$ cat src/rtl/eeprom_pkg.sv
package eeprom_pkg;

    typedef enum logic [3:0] {
        ST_IDLE,
        ST_OPC,
        ST_ADDR,
        ST_RDATA,
        ST_WDATA,
        ST_SREAD,
        ST_SWRITE,
        ST_DONE,
        ST_SKIP
    } cmd_state_t;

    localparam logic [7:0] OP_WREN  = 8'h06;
    localparam logic [7:0] OP_WRDI  = 8'h04;
    localparam logic [7:0] OP_RDSR  = 8'h05;
    localparam logic [7:0] OP_WRSR  = 8'h01;
    localparam logic [7:0] OP_READ  = 8'h03;
    localparam logic [7:0] OP_WRITE = 8'h02;

    // Model contents after reset: byte at address a is (3a+1) mod 256
    function automatic logic [7:0] preload_byte(input int unsigned a);
        logic [31:0] v;
        v = a * 3 + 1;
        return v[7:0];
    endfunction

endpackage

$ cat src/rtl/spi_pin_front.sv
module spi_pin_front (
    input  logic clk,
    input  logic rst_n,
    input  logic cs_n,
    input  logic sclk,
    input  logic mosi,
    input  logic hold_n,
    output logic sel,
    output logic sel_rise,
    output logic sel_fall,
    output logic clk_rise,
    output logic clk_fall,
    output logic din,
    output logic held
);

    logic cs_m, cs_s, cs_d;
    logic ck_m, ck_s, ck_d;
    logic d_m, d_s;
    logic h_m, h_s;
    logic held_q;

    // Chip select resets as "low" so only a seen-high-then-low gives a fall
    always_ff @(posedge clk or negedge rst_n) begin
        if (!rst_n) begin
            cs_m   <= 1'b0;
            cs_s   <= 1'b0;
            cs_d   <= 1'b0;
            ck_m   <= 1'b0;
            ck_s   <= 1'b0;
            ck_d   <= 1'b0;
            d_m    <= 1'b0;
            d_s    <= 1'b0;
            h_m    <= 1'b1;
            h_s    <= 1'b1;
            held_q <= 1'b0;
        end else begin
            cs_m <= cs_n;
            cs_s <= cs_m;
            cs_d <= cs_s;
            ck_m <= sclk;
            ck_s <= ck_m;
            ck_d <= ck_s;
            d_m  <= mosi;
            d_s  <= d_m;
            h_m  <= hold_n;
            h_s  <= h_m;
            if (!held_q && !h_s && !ck_s) begin
                held_q <= 1'b1;
            end else if (held_q && h_s && !ck_s) begin
                held_q <= 1'b0;
            end
        end
    end

    always_comb begin
        sel      = ~cs_s;
        sel_rise = cs_s & ~cs_d;
        sel_fall = ~cs_s & cs_d;
        clk_rise = ck_s & ~ck_d & ~held_q & ~cs_s;
        clk_fall = ~ck_s & ck_d & ~held_q & ~cs_s;
        din      = d_s;
        held     = held_q;
    end


    hold_entry_chk: assert property (@(posedge clk) disable iff (!rst_n)
        $rose(held_q) |-> !$past(ck_s));

endmodule

$ cat src/rtl/page_buf.sv
module page_buf #(
    parameter int PAGE_W = 6
) (
    input  logic                         clk,
    input  logic                         rst_n,
    input  logic                         clr,
    input  logic                         we,
    input  logic [PAGE_W-1:0]            col,
    input  logic [7:0]                   wdata,
    output logic [(1<<PAGE_W)-1:0][7:0]  pdata,
    output logic [(1<<PAGE_W)-1:0]       pvalid
);

    localparam int PAGE = 1 << PAGE_W;

    logic [PAGE-1:0][7:0] data_q;
    logic [PAGE-1:0]      valid_q;

    always_ff @(posedge clk or negedge rst_n) begin
        if (!rst_n) begin
            data_q  <= '0;
            valid_q <= '0;
        end else if (clr) begin
            valid_q <= '0;
        end else if (we) begin
            data_q[col]  <= wdata;
            valid_q[col] <= 1'b1;
        end
    end

    assign pdata  = data_q;
    assign pvalid = valid_q;

endmodule

$ cat src/rtl/mem_array.sv
module mem_array #(
    parameter int ADDR_W = 8,
    parameter int PAGE_W = 6
) (
    input  logic                         clk,
    input  logic                         rst_n,
    input  logic [ADDR_W-1:0]            rd_addr,
    output logic [7:0]                   rd_data,
    input  logic                         commit,
    input  logic [ADDR_W-PAGE_W-1:0]     page_idx,
    input  logic [(1<<PAGE_W)-1:0][7:0]  pdata,
    input  logic [(1<<PAGE_W)-1:0]       pvalid
);

    import eeprom_pkg::*;

    localparam int DEPTH = 1 << ADDR_W;
    localparam int PAGE  = 1 << PAGE_W;

    logic [7:0] mem_q [DEPTH];

    always_ff @(posedge clk or negedge rst_n) begin
        if (!rst_n) begin
            for (int i = 0; i < DEPTH; i++) begin
                mem_q[i] <= preload_byte(i);
            end
        end else if (commit) begin
            for (int i = 0; i < DEPTH; i++) begin
                if ((i / PAGE) == int'(page_idx) && pvalid[i % PAGE]) begin
                    mem_q[i] <= pdata[i % PAGE];
                end
            end
        end
    end

    assign rd_data = mem_q[rd_addr];

endmodule

$ cat src/rtl/prog_timer.sv
module prog_timer #(
    parameter int WRITE_CYCLES = 500
) (
    input  logic clk,
    input  logic rst_n,
    input  logic start,
    output logic busy,
    output logic done
);

    localparam int CNT_W = $clog2(WRITE_CYCLES + 1);

    logic             busy_q;
    logic [CNT_W-1:0] cnt_q;

    always_ff @(posedge clk or negedge rst_n) begin
        if (!rst_n) begin
            busy_q <= 1'b0;
            cnt_q  <= '0;
        end else if (start) begin
            busy_q <= 1'b1;
            cnt_q  <= CNT_W'(WRITE_CYCLES - 1);
        end else if (busy_q) begin
            if (cnt_q == '0) begin
                busy_q <= 1'b0;
            end else begin
                cnt_q <= cnt_q - 1'b1;
            end
        end
    end

    assign busy = busy_q;
    assign done = busy_q && (cnt_q == '0);


    no_restart_chk: assert property (@(posedge clk) disable iff (!rst_n)
        start |-> !busy_q);

endmodule

$ cat src/rtl/cmd_engine.sv
module cmd_engine #(
    parameter int ADDR_W = 8,
    parameter int PAGE_W = 6
) (
    input  logic                       clk,
    input  logic                       rst_n,
    input  logic                       sel,
    input  logic                       sel_rise,
    input  logic                       sel_fall,
    input  logic                       clk_rise,
    input  logic                       clk_fall,
    input  logic                       din,
    input  logic                       held,
    input  logic                       busy,
    input  logic                       done,
    input  logic [7:0]                 rd_data,
    output logic [ADDR_W-1:0]          rd_addr,
    output logic                       pb_clr,
    output logic                       pb_we,
    output logic [PAGE_W-1:0]          pb_col,
    output logic [7:0]                 pb_data,
    output logic                       page_commit,
    output logic [ADDR_W-PAGE_W-1:0]   page_idx,
    output logic                       prog_start,
    output logic                       miso,
    output logic                       miso_oe
);

    import eeprom_pkg::*;

    cmd_state_t        state_q, state_d;
    logic [2:0]        bitcnt_q;
    logic [7:0]        sh_q;
    logic [7:0]        addr_hi_q;
    logic              phase_q;
    logic [ADDR_W-1:0] addr_q;
    logic              wr_q;
    logic [7:0]        out_q;
    logic              fresh_q;
    logic              wel_q;
    logic [5:0]        user_q;
    logic [5:0]        wstat_q;
    logic              got_q;
    logic              prog_start_q;
    logic              page_commit_q;

    logic              byte_done;
    logic [7:0]        rx_byte;
    logic [ADDR_W-1:0] addr_new;
    logic [7:0]        status_now;

    always_comb begin
        byte_done  = clk_rise && (bitcnt_q == 3'd7);
        rx_byte    = {sh_q[6:0], din};
        addr_new   = ADDR_W'({addr_hi_q, rx_byte});
        status_now = {user_q, wel_q, busy};
    end

    // Next-state logic
    always_comb begin
        state_d = state_q;
        if (sel_rise) begin
            state_d = ST_IDLE;
        end else if (sel_fall) begin
            state_d = ST_OPC;
        end else if (byte_done) begin
            unique case (state_q)
                ST_OPC: begin
                    if (busy) begin
                        state_d = (rx_byte == OP_RDSR) ? ST_SREAD : ST_SKIP;
                    end else begin
                        case (rx_byte)
                            OP_WREN:  state_d = ST_DONE;
                            OP_WRDI:  state_d = ST_DONE;
                            OP_RDSR:  state_d = ST_SREAD;
                            OP_WRSR:  state_d = wel_q ? ST_SWRITE : ST_SKIP;
                            OP_READ:  state_d = ST_ADDR;
                            OP_WRITE: state_d = wel_q ? ST_ADDR : ST_SKIP;
                            default:  state_d = ST_SKIP;
                        endcase
                    end
                end
                ST_ADDR: begin
                    if (phase_q) begin
                        state_d = wr_q ? ST_WDATA : ST_RDATA;
                    end
                end
                ST_IDLE, ST_RDATA, ST_WDATA, ST_SREAD,
                ST_SWRITE, ST_DONE, ST_SKIP: state_d = state_q;
                default: state_d = ST_IDLE;
            endcase
        end
    end

    // State register
    always_ff @(posedge clk or negedge rst_n) begin
        if (!rst_n) begin
            state_q <= ST_IDLE;
        end else begin
            state_q <= state_d;
        end
    end

    // Datapath registers
    always_ff @(posedge clk or negedge rst_n) begin
        if (!rst_n) begin
            bitcnt_q      <= '0;
            sh_q          <= '0;
            addr_hi_q     <= '0;
            phase_q       <= 1'b0;
            addr_q        <= '0;
            wr_q          <= 1'b0;
            out_q         <= '0;
            fresh_q       <= 1'b0;
            wel_q         <= 1'b0;
            user_q        <= '0;
            wstat_q       <= '0;
            got_q         <= 1'b0;
            prog_start_q  <= 1'b0;
            page_commit_q <= 1'b0;
        end else begin
            prog_start_q  <= 1'b0;
            page_commit_q <= 1'b0;
            if (sel_rise) begin
                bitcnt_q <= '0;
                fresh_q  <= 1'b0;
                if (state_q == ST_WDATA && bitcnt_q == 3'd0 && got_q) begin
                    prog_start_q  <= 1'b1;
                    page_commit_q <= 1'b1;
                end
                if (state_q == ST_SWRITE && bitcnt_q == 3'd0 && got_q) begin
                    prog_start_q <= 1'b1;
                    user_q       <= wstat_q;
                end
            end else if (sel_fall) begin
                bitcnt_q <= '0;
                phase_q  <= 1'b0;
                got_q    <= 1'b0;
                fresh_q  <= 1'b0;
            end else begin
                if (clk_rise) begin
                    sh_q     <= rx_byte;
                    bitcnt_q <= bitcnt_q + 3'd1;
                end
                if (byte_done) begin
                    case (state_q)
                        ST_OPC: begin
                            if (rx_byte == OP_RDSR) begin
                                out_q   <= status_now;
                                fresh_q <= 1'b1;
                            end else if (!busy) begin
                                case (rx_byte)
                                    OP_WREN:  wel_q <= 1'b1;
                                    OP_WRDI:  wel_q <= 1'b0;
                                    OP_READ:  wr_q  <= 1'b0;
                                    OP_WRITE: wr_q  <= 1'b1;
                                    default:  ;
                                endcase
                            end
                        end
                        ST_ADDR: begin
                            if (!phase_q) begin
                                addr_hi_q <= rx_byte;
                                phase_q   <= 1'b1;
                            end else begin
                                addr_q <= addr_new;
                                if (!wr_q) begin
                                    out_q   <= rd_data;
                                    fresh_q <= 1'b1;
                                end
                            end
                        end
                        ST_WDATA: begin
                            addr_q <= {addr_q[ADDR_W-1:PAGE_W], addr_q[PAGE_W-1:0] + 1'b1};
                            got_q  <= 1'b1;
                        end
                        ST_SWRITE: begin
                            wstat_q <= rx_byte[7:2];
                            got_q   <= 1'b1;
                        end
                        default: ;
                    endcase
                end
                if (clk_fall && (state_q == ST_RDATA || state_q == ST_SREAD)) begin
                    if (fresh_q) begin
                        fresh_q <= 1'b0;
                    end else if (bitcnt_q == 3'd0) begin
                        if (state_q == ST_RDATA) begin
                            addr_q <= addr_q + 1'b1;
                            out_q  <= rd_data;
                        end else begin
                            out_q <= status_now;
                        end
                    end else begin
                        out_q <= {out_q[6:0], 1'b0};
                    end
                end
            end
            if (done) begin
                wel_q <= 1'b0;
            end
        end
    end

    // Combinational datapath hooks
    always_comb begin
        rd_addr     = (state_q == ST_ADDR) ? addr_new : addr_q + 1'b1;
        pb_clr      = (state_q == ST_OPC) && byte_done && (rx_byte == OP_WRITE)
                      && !busy && wel_q;
        pb_we       = (state_q == ST_WDATA) && byte_done;
        pb_col      = addr_q[PAGE_W-1:0];
        pb_data     = rx_byte;
        page_commit = page_commit_q;
        page_idx    = addr_q[ADDR_W-1:PAGE_W];
        prog_start  = prog_start_q;
    end

    // Output process
    always_comb begin
        miso    = out_q[7];
        miso_oe = (state_q == ST_RDATA || state_q == ST_SREAD) && sel && !held;
    end


    busy_gate_chk: assert property (@(posedge clk) disable iff (!rst_n)
        busy |-> !(state_q inside {ST_ADDR, ST_RDATA, ST_WDATA, ST_SWRITE}));


    wel_clear_chk: assert property (@(posedge clk) disable iff (!rst_n)
        $fell(busy) |-> !wel_q);


    skip_stay_chk: assert property (@(posedge clk) disable iff (!rst_n)
        (state_q == ST_SKIP && !sel_rise) |=> state_q == ST_SKIP);


    oe_idle_chk: assert property (@(posedge clk) disable iff (!rst_n)
        !sel |-> !miso_oe);


    commit_align_chk: assert property (@(posedge clk) disable iff (!rst_n)
        prog_start_q |-> $past(bitcnt_q) == 3'd0);

endmodule

$ cat src/rtl/spi_eeprom_slave.sv
module spi_eeprom_slave #(
    parameter int ADDR_W       = 8,
    parameter int PAGE_W       = 6,
    parameter int WRITE_CYCLES = 500
) (
    input  logic clk,
    input  logic rst_n,
    input  logic cs_n,
    input  logic sclk,
    input  logic mosi,
    input  logic hold_n,
    output logic miso,
    output logic miso_oe
);

    localparam int PAGE  = 1 << PAGE_W;
    localparam int PIDX_W = ADDR_W - PAGE_W;

    logic sel, sel_rise, sel_fall, clk_rise, clk_fall, din, held;
    logic busy, done, prog_start;
    logic [ADDR_W-1:0]     rd_addr;
    logic [7:0]            rd_data;
    logic                  pb_clr, pb_we;
    logic [PAGE_W-1:0]     pb_col;
    logic [7:0]            pb_data;
    logic                  page_commit;
    logic [PIDX_W-1:0]     page_idx;
    logic [PAGE-1:0][7:0]  pdata;
    logic [PAGE-1:0]       pvalid;

    spi_pin_front front_i (
        .clk      (clk),
        .rst_n    (rst_n),
        .cs_n     (cs_n),
        .sclk     (sclk),
        .mosi     (mosi),
        .hold_n   (hold_n),
        .sel      (sel),
        .sel_rise (sel_rise),
        .sel_fall (sel_fall),
        .clk_rise (clk_rise),
        .clk_fall (clk_fall),
        .din      (din),
        .held     (held)
    );

    cmd_engine #(.ADDR_W(ADDR_W), .PAGE_W(PAGE_W)) engine_i (
        .clk         (clk),
        .rst_n       (rst_n),
        .sel         (sel),
        .sel_rise    (sel_rise),
        .sel_fall    (sel_fall),
        .clk_rise    (clk_rise),
        .clk_fall    (clk_fall),
        .din         (din),
        .held        (held),
        .busy        (busy),
        .done        (done),
        .rd_data     (rd_data),
        .rd_addr     (rd_addr),
        .pb_clr      (pb_clr),
        .pb_we       (pb_we),
        .pb_col      (pb_col),
        .pb_data     (pb_data),
        .page_commit (page_commit),
        .page_idx    (page_idx),
        .prog_start  (prog_start),
        .miso        (miso),
        .miso_oe     (miso_oe)
    );

    page_buf #(.PAGE_W(PAGE_W)) pbuf_i (
        .clk    (clk),
        .rst_n  (rst_n),
        .clr    (pb_clr),
        .we     (pb_we),
        .col    (pb_col),
        .wdata  (pb_data),
        .pdata  (pdata),
        .pvalid (pvalid)
    );

    mem_array #(.ADDR_W(ADDR_W), .PAGE_W(PAGE_W)) array_i (
        .clk      (clk),
        .rst_n    (rst_n),
        .rd_addr  (rd_addr),
        .rd_data  (rd_data),
        .commit   (page_commit),
        .page_idx (page_idx),
        .pdata    (pdata),
        .pvalid   (pvalid)
    );

    prog_timer #(.WRITE_CYCLES(WRITE_CYCLES)) timer_i (
        .clk   (clk),
        .rst_n (rst_n),
        .start (prog_start),
        .busy  (busy),
        .done  (done)
    );

endmodule

$ cat config.mk
export PLATFORM = sky130hd
export DESIGN_NAME = spi_eeprom_slave
export DESIGN_NICKNAME = d
export VERILOG_FILES = /design/src/rtl/eeprom_pkg.sv /design/src/rtl/spi_pin_front.sv /design/src/rtl/page_buf.sv /design/src/rtl/mem_array.sv /design/src/rtl/prog_timer.sv /design/src/rtl/cmd_engine.sv /design/src/rtl/spi_eeprom_slave.sv
export SDC_FILE = /design/constraint.sdc
export NUM_CORES = 2
export LEC_CHECK = 0
export BUFFER_PORTS_ARGS = -buffer_cell sky130_fd_sc_hd__clkbuf_2
export CAP_MARGIN = 25
export CORE_MARGIN = 1.5
export CORE_UTILIZATION = 23
export CTS_BUF_LIST = sky130_fd_sc_hd__clkbuf_4
export CTS_CLUSTER_SIZE = 25
export DETAILED_ROUTE_END_ITERATION = 8
export HOLD_SLACK_MARGIN = 0.02
export SLEW_MARGIN = 10
export SYNTH_ARGS = -nofsm -noshare
export SYNTH_HDL_FRONTEND = slang
export SYNTH_SLANG_ARGS = --single-unit
$ cat constraint.sdc
create_clock -name clk -period 9.9 [get_ports clk]
set_input_delay 1.98 -clock clk [delete_from_list [all_inputs] [get_ports clk]]
set_output_delay 1.98 -clock clk [all_outputs]
set_load 0.005 [all_outputs]
Yosys cells after proc, flatten, opt, wreduce, memory -nomap -nowiden
Cells that the tools add are included.
{ "op_classes": {"n_lt_le_gt_ge": 3, "eq_ne": 25, "n_reduce_logical": 566, "add_sub_neg": 4, "muxes": 77, "n_bitwise": 20} }
{ "op_table": {"columns": ["operator", "count"], "rows": [
  ["2-bit AND reduction", 260],
  ["512-bit bitwise mux", 1],
  ["1-bit logical AND", 275],
  ["8-bit 2-to-1 mux", 18],
  ["64-bit 2-to-1 mux", 2],
  ["8-bit binary-select mux with 8-bit select", 1],
  ["64-bit OR", 1],
  ["8-bit demux with 6-bit select", 1],
  ["4-bit 2-to-1 mux", 8],
  ["8-bit one-hot mux with 2 select lines", 2],
  ["1-bit 2-to-1 mux", 31],
  ["9-bit 2-to-1 mux", 3],
  ["8-bit by 3-bit == test with 1-bit output (second input constant)", 3],
  ["4-bit one-hot mux with 5 select lines", 1],
  ["2-bit nonzero test", 9],
  ["4-bit by 3-bit == test with 1-bit output (second input constant)", 4],
  ["8-bit by 2-bit == test with 1-bit output (second input constant)", 2],
  ["7-bit AND reduction", 2],
  ["3-bit 2-to-1 mux", 4],
  ["4-bit one-hot mux with 3 select lines", 1],
  ["3-bit AND reduction", 4],
  ["2-bit != test (second input constant)", 5],
  ["1-bit inverter", 10],
  ["9-bit greater-or-equal comparator (second input constant)", 1],
  ["other kinds (29)", 46]
]} }
{ "word_totals": {"register_bits": 2694, "in_bits": 6, "elab_cells": 1043, "out_inout_bits": 2} }

Longest topological paths before layout
{ "logic_depth": {"word_depth": 12, "depth_mapped": 19, "ltp_nobuf": 12} }

Hierarchy
A second synthesis with hierarchy kept.
{ "hier_totals": {"hier_cells": 7684, "area_unflattened_um2": 119634.7} }
{ "by_module_without_submodules": {"columns": ["module", "area_per_inst_um2", "n_inst", "seq_area_each_um2", "cells_each"], "rows": [
  ["mem_array", 93659.8, 1, 52530.4, 5856],
  ["page_buf", 21794.7, 1, 14413.8, 1386],
  ["cmd_engine", 3304.4, 1, 1226.2, 369],
  ["prog_timer", 551.8, 1, 250.2, 55],
  ["spi_pin_front", 324.1, 1, 277.8, 18]
]} }

Worst setup path after synthesis
Ideal clock, no wire load.
{ "synth_timing": {"path_type": "flip-flop to flip-flop", "startpoint": "register engine_i.state_q[3]", "endpoint": "register engine_i.out_q[7]", "path_buffers": 5, "synth_period_minus_slack_ns": 3.885, "setup_ns": 0.118, "path_slack_ns": 6.015, "required_ns": 9.782, "path_stages_with_launch": 16, "t_arrival_ns": 3.767, "path_cell_list": "dfrtp_1 > buf_6 > or4b_4 > buf_6 > mux2i_4 > buf_12 > buf_12 > buf_4 > mux4_2 > a22oi_1 > o211ai_1 > a2111oi_1 > a21oi_2 > a311oi_2 > o21ai_1 > a21o_1"} }
{ "synth_via": {"elab_chain_cells": 12, "elab_cells_between_ends": 19, "cone_classes": "eq/ne (4); mux (12); bitwise (1); reduce/logical (2)"} }
{ "synth_lines": {"columns": ["element", "line_no", "text"], "rows": [
  ["start, declared", "cmd_engine.sv:31", "cmd_state_t state_q, state_d;"],
  ["start signal, assigned", "cmd_engine.sv:100", "state_q <= state_d;"],
  ["4-bit by 2-bit == test with 1-bit output", "cmd_engine.sv:146, cmd_engine.sv:207", null],
  ["8-bit 2-to-1 mux", "cmd_engine.sv:207", "rd_addr = (state_q == ST_ADDR) ? addr_new : addr_q + 1'b1;"],
  ["8-bit inverter with 9-bit output (implied by the code)", "mem_array.sv:36", "assign rd_data = mem_q[rd_addr];"],
  ["8-bit binary-select mux with 8-bit select", "mem_array.sv:36", null],
  ["8-bit 2-to-1 mux (implied by the code) (2 in a row)", "mem_array.sv:36", null],
  ["8-bit 2-to-1 mux", "cmd_engine.sv:167", "if (!wr_q) begin"],
  ["8-bit 2-to-1 mux", "cmd_engine.sv:162", "if (!phase_q) begin"],
  ["8-bit one-hot mux with 2 select lines", "cmd_engine.sv:146", "case (state_q)"],
  ["8-bit 2-to-1 mux", "cmd_engine.sv:145", "if (byte_done) begin"],
  ["8-bit 2-to-1 mux", "cmd_engine.sv:185", "if (fresh_q) begin"],
  ["8-bit 2-to-1 mux *", "cmd_engine.sv:184", "if (clk_fall && (state_q == ST_RDATA || state_q == ST_SREAD)) begin"],
  ["end signal, assigned", "cmd_engine.sv:149", "out_q <= status_now;"],
  ["end signal, assigned", "cmd_engine.sv:190", "out_q <= rd_data;"],
  ["end signal, assigned", "cmd_engine.sv:192", "out_q <= status_now;"],
  ["end, declared", "cmd_engine.sv:38", "logic [7:0] out_q;"]
]} }
Mark *: on every way between the ends. The rest lies on a longest branch, timed or not. The select of a mux whose other input is x is not followed.
A chain may end at the register's enable or synchronous reset.

Final worst setup path
{ "layout_timing": {"startpoint": "register engine_i.addr_q[2]", "endpoint": "register engine_i.out_q[0]"} }
{ "layout_via": {"elab_chain_cells": 12, "elab_cells_between_ends": 14, "cone_classes": "add/sub (1); mux (12); bitwise (1)"} }
{ "layout_lines": {"columns": ["element", "line_no", "text"], "rows": [
  ["start, declared", "cmd_engine.sv:36", "logic [ADDR_W-1:0] addr_q;"],
  ["start signal, assigned", "cmd_engine.sv:166", "addr_q <= addr_new;"],
  ["start signal, assigned", "cmd_engine.sv:174", "addr_q <= {addr_q[ADDR_W-1:PAGE_W], addr_q[PAGE_W-1:0] + 1'b1};"],
  ["start signal, assigned", "cmd_engine.sv:189", "addr_q <= addr_q + 1'b1;"],
  ["8-bit by 1-bit adder with 8-bit output *", "cmd_engine.sv:207", null],
  ["8-bit 2-to-1 mux *", "cmd_engine.sv:207", null],
  ["8-bit inverter with 9-bit output (implied by the code) *", "mem_array.sv:36", null],
  ["8-bit binary-select mux with 8-bit select *", "mem_array.sv:36", null],
  ["8-bit 2-to-1 mux (implied by the code) * (2 in a row)", "mem_array.sv:36", null],
  ["8-bit 2-to-1 mux", "cmd_engine.sv:167", null],
  ["8-bit 2-to-1 mux", "cmd_engine.sv:162", null],
  ["8-bit one-hot mux with 2 select lines", "cmd_engine.sv:146", null],
  ["8-bit 2-to-1 mux", "cmd_engine.sv:145", null],
  ["8-bit 2-to-1 mux", "cmd_engine.sv:185", null],
  ["8-bit 2-to-1 mux *", "cmd_engine.sv:184", null]
]} }
Marks and branches as above.

==> impl_metrics.toml <==
[timing]
hold_viol = 0
relSlewSlack = 0.156
tns_ps = 0
period_needed_ps = 6680
rsz0062_at_grt = "false"
fin_skew_ps = 138
drv_slew = 0
setup_viol = 0
tightest_slew_ps = 1270
hold-worst-slack_ps = 308
period_share = 0.674
fmax_mhz = 150

[yosys]
synth_compound_area_frac = 0.0336
synth-simple-area-share = 0.0393
ys_ff_latch = 2694
synthAdderAreaFrac = 0.000733
async_reset_ff_frac = 1.00
syn-num-nets = 7767
yosysUniqueCellTypes = 92
synth_cells = 7754
syn-mean-instance-area_um2 = 15.4
synth_area_leaders = "dfrtp_1, mux2_2, dfstp_2, mux4_2, nand2_1"
synth-edff-count = 0
yosysSeqAreaShare = 0.575
yosys.area.top_type = "dfrtp_1"
synthFlopType = "dfrtp_1"
muxShareOfSynthArea = 0.332
yosys_warnings = 0
synth_area_um2 = 120000
yosysTopAreaCellShare = 0.349
synth_xor_area_frac = 0.000806
synth_top_family_by_area = "multiplexers"

[drt]
drtAntennaViolNets = 0
routed-via-count = 75900
drt_iter0_markers = 7223
avgRoutedWirePerCell_um = 25.7
first_pass_iters = 8
route.detailed.drc = 0
routed_wl_um = 408000
viasPerCell = 4.79

[placement]
gp_congestion = 0.948
io_buffers = 7
hpwl_um = 269000
dpl_cell_area_um2 = 128000

[clocking]
cts_tree = "yes"
cts_resized = 0
cts_sinks = 2694
cts_setup_buffers = 0
postCtsHoldBufs = 0
cts_buffers = 700
h-tree-depth = 6
path_clk_slew_ps = 70
cts_root_buffer = "clkbuf_4"
cts.path.max_buffers = 4
clk_latency_ps = 1460

[cells_and_area]
final_cell_mix = "mux2_2, dfrtp_1, clkbuf_4"
area_growth_pct = 15.5
fin_area_um2 = 138000
fillers = 53300
layout.nets = 8335
drive_gt1_frac = 0.618
final_common_cell = "mux2_2"

[global_route]
grt_first_pass_wirelength_um = 583000
grt_start_max_net_pins = 177
grt_pass1_vias = 76700
antenna_found_initial = 22
globalRouteMet2Util = 0.226
globalRoute.totalOverflow = 0
grt-busiest-layer = "met2"
grt_use_met1 = 0.206
grt_usage = 0.152
use_met3 = 0.0383

[min_path]
whs_endpoint = "front_i.h_s"
hold_start = "front_i.h_m"
hold_class = "reg2reg"
holdPathStages = 0

[power]
p_leak_nw = 62.1
peakVddDrop_uv = 117
power_density_nw_per_um2 = 173

[critical_path]
critPathMaxFanout = 25
crit_arrival_ps = 8040
r2r-start = "engine_i.addr_q[2]"
r2r_slack_ps = 3220
cpMaxStageDelayCell = "xnor2_1"
critical-path-max-stage-delay_ps = 1250
r2r_cells = 11
required_ps = 11270
path_class = "reg2reg"
startpoint_type = "flop"
worstPathCellList = "nand3_1 -> xnor2_1 -> o21ai_4 -> buf_4 -> a21oi_1 -> a221oi_1 -> o22ai_1 -> nor4_1 -> nor2_1 -> nand4_1 -> a31oi_1"
crit_path_end_kind = "flop"
r2r_end = "engine_i.out_q[0]"

[floorplanning]
dieArea_um2 = 524000
rows = 264
die_w_um = 724
die_h_um = 724
start_util = 0.231
core_area_um2 = 517000
ios = 8

[run_status]
status = "complete, no violations"

[job]
max_cap_violations = 0
through the flow:
stage / instances / setup WS, ps / power (W) / util
5_1_grt: 15800 / 3390 / 0.0247 / 0.267
3_5_place_dp: 14500 / 3810 / 0.0136 / 0.248
6_report: 15800 / 3220 / 0.0239 / 0.267
4_1_cts: 15800 / 3760 / 0.0240 / 0.267
2_1_floorplan: 7754 / 6010 / 0.0123 / -
3_3_place_gp: 14500 / 3320 / 0.0136 / 0.247
kinds of logic after synthesis:
| logic type | Yosys count |
|---|---|
| AOI/OAI and AO/OA | 579 |
| xor gates and xnor gates | 11 |
| adders and majority gates | 7 |
| buffers and inverters | 370 |
| DFF | 2694 |
| muxes | 3057 |
| and+or+nand+nor | 1036 |
flip-flops by register name, summed over array words and instances, names as in the netlist, 3 cells and up:
signal,flops
array_i.mem_q,2048
pbuf_i.pdata,512
pbuf_i.pvalid,64
timer_i.cnt_q,9
engine_i.addr_q,8
engine_i.out_q,8
engine_i.sh_q,7
engine_i.user_q,6
engine_i.wstat_q,6
engine_i.state_q,4
engine_i.bitcnt_q,3
per-layer routing:
layer / wire length [um] / vias to the layer above / share of wire
met5: 60 / - / 0.00015
met4: 22000 / 8 / 0.054
met3: 33000 / 906 / 0.081
met2: 179000 / 3308 / 0.44
met1: 174000 / 40800 / 0.43
li1: - / 30800 / -
worst max-delay path: cells and delay by family (launching register included):
family                    cells  cell delay, ps
xor gates and xnor gates      1            1250
AOI/OAI and AO/OA             5            2450
DFF                           1             710
and+or+nand+nor               4            1670
buffers and inverters         1             440
final cells by class:
class	instances	area (um2)	share of cell area
Sequential cell	2694	68700	0.498
Multi-Input combinational cell	4690	48900	0.354
Clock buffer	1174	8810	0.0638
Tap cell	6916	8650	0.0627
Timing Repair Buffer	224	2040	0.0148
Clock inverter	123	871	0.00631
Inverter	12	45.0	0.000326
Antenna cell	13	32.5	0.000236
worst max-delay path by stage:
| stage | startpoint | end | slack, ps |
|---|---|---|---|
| floorplan | engine_i.state_q[3] | engine_i.out_q[7] | 6010 |
| global placement | engine_i.state_q[1] | engine_i.out_q[2] | 3320 |
| detailed placement | engine_i.state_q[1] | engine_i.out_q[7] | 3810 |
| CTS | engine_i.state_q[1] | engine_i.out_q[7] | 3760 |
| global route | engine_i.state_q[1] | engine_i.out_q[7] | 3390 |
| finish | engine_i.addr_q[2] | engine_i.out_q[0] | 3220 |
synthesized netlist by cell type, types with 8 or more instances:
cell type     n
xnor2_1       8
nor4_1       15
clkbuf_1    187
buf_6        31
or4_1         8
mux2i_1      46
a22o_1       15
dfstp_2    1026
buf_4        25
mux2_2     2549
a221o_1      13
o211ai_1     18
nor3_1       26
inv_1        11
o2111ai_1    21
nand2b_1     13
nor2_1      171
mux4_2      413
a21oi_1     116
a32oi_1       9
mux4_1       45
nand4_1      17
a22oi_1     115
a31oi_1      19
buf_2        48
nor3b_1       9
buf_12       19
nand3_1     277
o21ai_0      89
nand2_1     438
a21o_1       39
buf_1        38
a221oi_1     35
o22ai_1      16
nand3b_1     14
or3_1         8
dfrtp_1    1668
power breakdown:
part / total [W] / leakage [nW] / switching, W / internal [W]
combinational: 0.00229 / 22.5 / 0.00179 / 0.000499
clock: 0.0105 / 5.80 / 0.00484 / 0.00564
sequential: 0.0112 / 33.8 / 0.000120 / 0.0110
Note: power is estimated with default switching activity, not from simulation.
